[src/rtl/irq_stat_pkg.sv]
package irq_stat_pkg;
  localparam int NUM_EV   = 3;
  localparam int EV_TX    = 0;
  localparam int EV_RX    = 1;
  localparam int EV_OVF   = 2;
  localparam int ADDR_W   = 2;
  localparam int EN_LO    = 4;
  localparam int EN_HI    = 6;
  localparam int EN_W     = EN_HI - EN_LO + 1;

  localparam logic [ADDR_W-1:0] A_CTRL = 2'd0;
  localparam logic [ADDR_W-1:0] A_CLR  = 2'd1;
  localparam logic [ADDR_W-1:0] A_RAW  = 2'd2;
  localparam logic [ADDR_W-1:0] A_MASK = 2'd3;

  // control-register bit that enables a given status bit
  function automatic int en_pos(input int ev);
    case (ev)
      EV_TX:   return 5;
      EV_RX:   return 4;
      default: return 6;
    endcase
  endfunction
endpackage

[src/rtl/irq_enable_remap.sv]
module irq_enable_remap
  import irq_stat_pkg::*;
(
  input  logic [EN_W-1:0]   en_field,
  output logic [NUM_EV-1:0] en_status
);
  for (genvar i = 0; i < NUM_EV; i++) begin : g_map
    localparam int SRC = en_pos(i) - EN_LO;
    assign en_status[i] = en_field[SRC];
  end
endmodule

[src/rtl/irq_raw_reg.sv]
module irq_raw_reg
  import irq_stat_pkg::*;
(
  input  logic              clk,
  input  logic              rst_n,
  input  logic [NUM_EV-1:0] evt,
  input  logic [NUM_EV-1:0] clr,
  output logic [NUM_EV-1:0] raw_q
);
  logic [NUM_EV-1:0] raw_d;
  logic              upd;

  always_comb begin
    upd   = (|clr) | (|evt);
    // set dominates clear so a coincident event is never lost
    raw_d = (raw_q & ~clr) | evt;
  end

  always_ff @(posedge clk or negedge rst_n) begin
    if (!rst_n)   raw_q <= '0;
    else if (upd) raw_q <= raw_d;
  end
endmodule

[src/rtl/irq_mask_reg.sv]
module irq_mask_reg
  import irq_stat_pkg::*;
(
  input  logic              clk,
  input  logic              rst_n,
  input  logic [NUM_EV-1:0] raw,
  input  logic [NUM_EV-1:0] en,
  output logic [NUM_EV-1:0] masked_q
);
  logic [NUM_EV-1:0] set_v;
  logic [NUM_EV-1:0] masked_d;
  logic              upd;

  always_comb begin
    set_v    = raw & en;
    upd      = |set_v;
    masked_d = masked_q | set_v;
  end

  always_ff @(posedge clk or negedge rst_n) begin
    if (!rst_n)   masked_q <= '0;
    else if (upd) masked_q <= masked_d;
  end
endmodule

[src/rtl/irq_status_unit.sv]
module irq_status_unit
  import irq_stat_pkg::*;
#(
  parameter int DATA_W = 32
) (
  input  logic              clk,
  input  logic              rst_n,
  input  logic              evt_tx_done,
  input  logic              evt_rx_ready,
  input  logic              evt_rx_ovf,
  input  logic              wr_en,
  input  logic [1:0]        wr_addr,
  input  logic [DATA_W-1:0] wr_data,
  input  logic [1:0]        rd_addr,
  output logic [DATA_W-1:0] rd_data,
  output logic [2:0]        raw_status,
  output logic [2:0]        masked_status,
  output logic              irq
);
  localparam int PAD_W = DATA_W - NUM_EV;

  logic [DATA_W-1:0] ctrl_q;
  logic [DATA_W-1:0] ctrl_d;
  logic              ctrl_we;
  logic              clr_we;
  logic [NUM_EV-1:0] evt_v;
  logic [NUM_EV-1:0] clr_v;
  logic [NUM_EV-1:0] en_v;
  logic [NUM_EV-1:0] raw_v;
  logic [NUM_EV-1:0] masked_v;

  always_comb begin
    evt_v         = '0;
    evt_v[EV_TX]  = evt_tx_done;
    evt_v[EV_RX]  = evt_rx_ready;
    evt_v[EV_OVF] = evt_rx_ovf;
    ctrl_we       = wr_en && (wr_addr == A_CTRL);
    clr_we        = wr_en && (wr_addr == A_CLR);
    clr_v         = clr_we ? wr_data[NUM_EV-1:0] : '0;
    ctrl_d        = wr_data;
  end

  always_ff @(posedge clk or negedge rst_n) begin
    if (!rst_n)       ctrl_q <= '0;
    else if (ctrl_we) ctrl_q <= ctrl_d;
  end

  irq_enable_remap u_remap (
    .en_field  (ctrl_q[EN_HI:EN_LO]),
    .en_status (en_v)
  );

  irq_raw_reg u_raw (
    .clk   (clk),
    .rst_n (rst_n),
    .evt   (evt_v),
    .clr   (clr_v),
    .raw_q (raw_v)
  );

  irq_mask_reg u_mask (
    .clk      (clk),
    .rst_n    (rst_n),
    .raw      (raw_v),
    .en       (en_v),
    .masked_q (masked_v)
  );

  always_comb begin
    case (rd_addr)
      A_CTRL:  rd_data = ctrl_q;
      A_RAW:   rd_data = {{PAD_W{1'b0}}, raw_v};
      A_MASK:  rd_data = {{PAD_W{1'b0}}, masked_v};
      default: rd_data = '0;
    endcase
  end

  assign raw_status    = raw_v;
  assign masked_status = masked_v;
  assign irq           = |masked_v;
endmodule

[config.mk]
export PLATFORM = sky130hd
export DESIGN_NAME = irq_status_unit
export DESIGN_NICKNAME = d
export VERILOG_FILES = /design/src/rtl/irq_stat_pkg.sv /design/src/rtl/irq_enable_remap.sv /design/src/rtl/irq_raw_reg.sv /design/src/rtl/irq_mask_reg.sv /design/src/rtl/irq_status_unit.sv
export SDC_FILE = /design/constraint.sdc
export NUM_CORES = 1
export LEC_CHECK = 0
export BUFFER_PORTS_ARGS = -buffer_cell sky130_fd_sc_hd__buf_2
export CAP_MARGIN = 20
export CELL_PAD_IN_SITES_DETAIL_PLACEMENT = 0
export CELL_PAD_IN_SITES_GLOBAL_PLACEMENT = 1
export CORE_MARGIN = 2
export CORE_UTILIZATION = 38
export DETAILED_ROUTE_END_ITERATION = 10
export PLACE_DENSITY = 0.95
export SLEW_MARGIN = 15
export SYNTH_ARGS = -nofsm -noshare
export SYNTH_HDL_FRONTEND = slang
export SYNTH_SLANG_ARGS = --single-unit
[constraint.sdc]
create_clock -name clk -period 2.4 [get_ports clk]
set_input_delay 0.36 -clock clk [delete_from_list [all_inputs] [get_ports clk]]
set_output_delay 0.36 -clock clk [all_outputs]
set_load 0.01 [all_outputs]
==> impl_metrics.toml <==
[status]
status = "finished, final reports clean"

[detailed_routing]
drt_wl_total_um = 3430
vias_per_cell = 4.73
firstDrtPassIters = 4
wl_per_cell_um = 13.2
drt_iter0_markers = 31
num_vias = 1230
ant_nets = 0
drcViolationCount = 0

[global_route]
grt_usage_pct = 14.6
grt_pass1_vias = 1269
overflow = 0
grt_max_degree = 39
antenna_found_initial = 0
grt_first_pass_wirelength_um = 5650

[yosys]
seq_area_frac_synth_pct = 56.0
yosysTopAreaCell = "dfrtp_1"
syn-num-nets = 165
synth.most_common_cell = "dfrtp_1"
netlist_area_um2 = 1700
syn-instance-count = 123
synth_commonest_cells = "38 x dfrtp_1, 33 x mux2_2, 29 x and2_1"
synthArstFlopShare_pct = 100
synth_area_per_cell_um2 = 13.8
ys.flop_type = "dfrtp_1"
netlist-cell-type-count = 12
synth-edff-count = 0
synthTopCellsByArea = "dfrtp_1 56%, mux2_2 22%, and2_1 11%"
synth.top_cell.area_share_pct = 56.0
yosysWarningCount = 0
ys_seq_elements = 38

[min_path]
hp-class = "in -> async"

[clock_network]
insertion_delay_ps = 290
cts_hold_buf = 0
cts-root-buf = "clkbuf_8"
clkTransAtPathRegs_ps = 70
post_cts_resized = 0
clock-sinks = 38
cts_buffers = 5
ctsHtreeMaxLevel = 2
cts_tree = "yes"
post_cts_buffers = 0
cts_buffer_depth = 2

[final_layout]
layout.nets = 249
fillers = 426
synthToLayoutAreaGrowth_pct = 31.7
n_antenna_cell = 0
drive_gt1_share_pct = 60.1

[placement]
dp_hpwl_um = 2550
gp_congestion = 0.744
port_buffers = 80

[critical_path]
path_cells = "mux2_2 -> a22o_1 -> buf_2"
critPathKind = "reg -> out"
slowest_delay_ps = 420
critPathMaxFanout = 4
arrival_ps = 1360
crit_slowest_cell = "dfrtp_1"
critPathLaunchType = "flop"
crit_required_ps = 2040
end_kind = "output port"

[power]
power_mw = 1.50
leakagePower_nw = 1.08
p_per_area_nw_per_um2 = 673
vdd_drop_max_mv = 0.455

[floorplan]
die-area_um2 = 5020
die_w_um = 70.8
row_count = 24
die_y_um = 70.8
initial_core_util_pct = 39.3
core_area_um2 = 4320
io_pins = 81

[timing]
fin_setup_tns_ps = 0
worst_pin_slew_ps = 825
hold_slack_ps = 167
timing.final.crit_share_pct = 71.5
fmax_mhz = 583
fin_skew_ps = 3.08
fin_crit_ps = 1720
rsz0062_at_grt = "no"
finalHoldViolations = 0
drv_slew = 0
setup_violations = 0
relSlewSlack_pct = 45.0

[run]
maxCapViolCount = 0
-- power breakdown --
| group | total [mW] | leakage [nW] | switching, mW | internal, mW |
|---|---|---|---|---|
| registers | 0.791 | 0.432 | 0.0471 | 0.744 |
| logic | 0.265 | 0.604 | 0.108 | 0.157 |
| clock network | 0.449 | 0.0472 | 0.218 | 0.231 |
-- layer usage --
layer,track usage (%),routed length [um],vias up
li1,-,-,593
met1,16.6,1400,584
met2,23.2,1620,46
met3,7.12,327,7
met4,6.50,75,0
met5,0,0,-
-- area by class of cell --
cell class                      count  area [um^2]  area share, %
Multi-Input combinational cell     79          702           31.4
Tap cell                           52         65.1           2.91
Sequential cell                    38          951           42.5
Clock buffer                        6         82.6           3.69
Timing Repair Buffer               83          423           18.9
Clock inverter                      2         12.5          0.560
-- critical path: cells and delay by family (launching register included) --
family,cells,cell delay [ps]
mux,1,280
flops,1,420
buf+inv,1,140
compound gates,1,240
-- kinds of logic after synthesis --
logic type,after synthesis,synth area share [%]
mux,35,23.2
simple gates,35,13.9
flops,38,56.0
buf+inv,6,2.65
compound gates,9,4.20
-- final timing paths --
kind,cells past startpoint,to,slack (ps),startpoint
max,3,rd_data[2],680,u_raw.raw_q[2]$_DFFE_PN0P_
min,1,ctrl_q[9]$_DFFE_PN0P_,170,rst_n
max reg2reg,1,ctrl_q[18]$_DFFE_PN0P_,1610,ctrl_q[18]$_DFFE_PN0P_
min reg2reg,1,ctrl_q[17]$_DFFE_PN0P_,490,ctrl_q[17]$_DFFE_PN0P_
max in group asynchronous,1,ctrl_q[30]$_DFFE_PN0P_,1720,rst_n
min in group clk,2,u_raw.raw_q[0]$_DFFE_PN0P_,240,evt_tx_done
-- metrics by stage --
| stage | instance area (um^2) | setup WS [ps] | util (%) | cells |
|---|---|---|---|---|
| after floorplan | 1700 | 1060 | - | 123 |
| after CTS | 2240 | 673 | 51.7 | 260 |
| final | 2240 | 684 | 51.7 | 260 |
| after global placement | 2140 | 830 | 49.5 | 252 |
| after detailed placement | 2140 | 808 | 49.5 | 252 |
| after global routing | 2240 | 638 | 51.7 | 260 |
-- layout by cell type, fill, tap and decap left out, types with 2 or more instances in the layout --
cell | Yosys | final
a21o_1 | 6 | 6
nand4b_1 | 3 | 3
mux2_1 | 2 | 2
clkbuf_8 | 0 | 6
and2_1 | 29 | 29
buf_2 | 0 | 80
a22o_1 | 3 | 3
dfrtp_1 | 38 | 38
buf_4 | 0 | 3
mux2_2 | 33 | 33
-- flip-flops by register name (all words and copies together) (netlist names) --
register	count
u_mask.masked_q	3
ctrl_q	32
u_raw.raw_q	3
No activity file was read; power rests on OpenSTA's default activity.
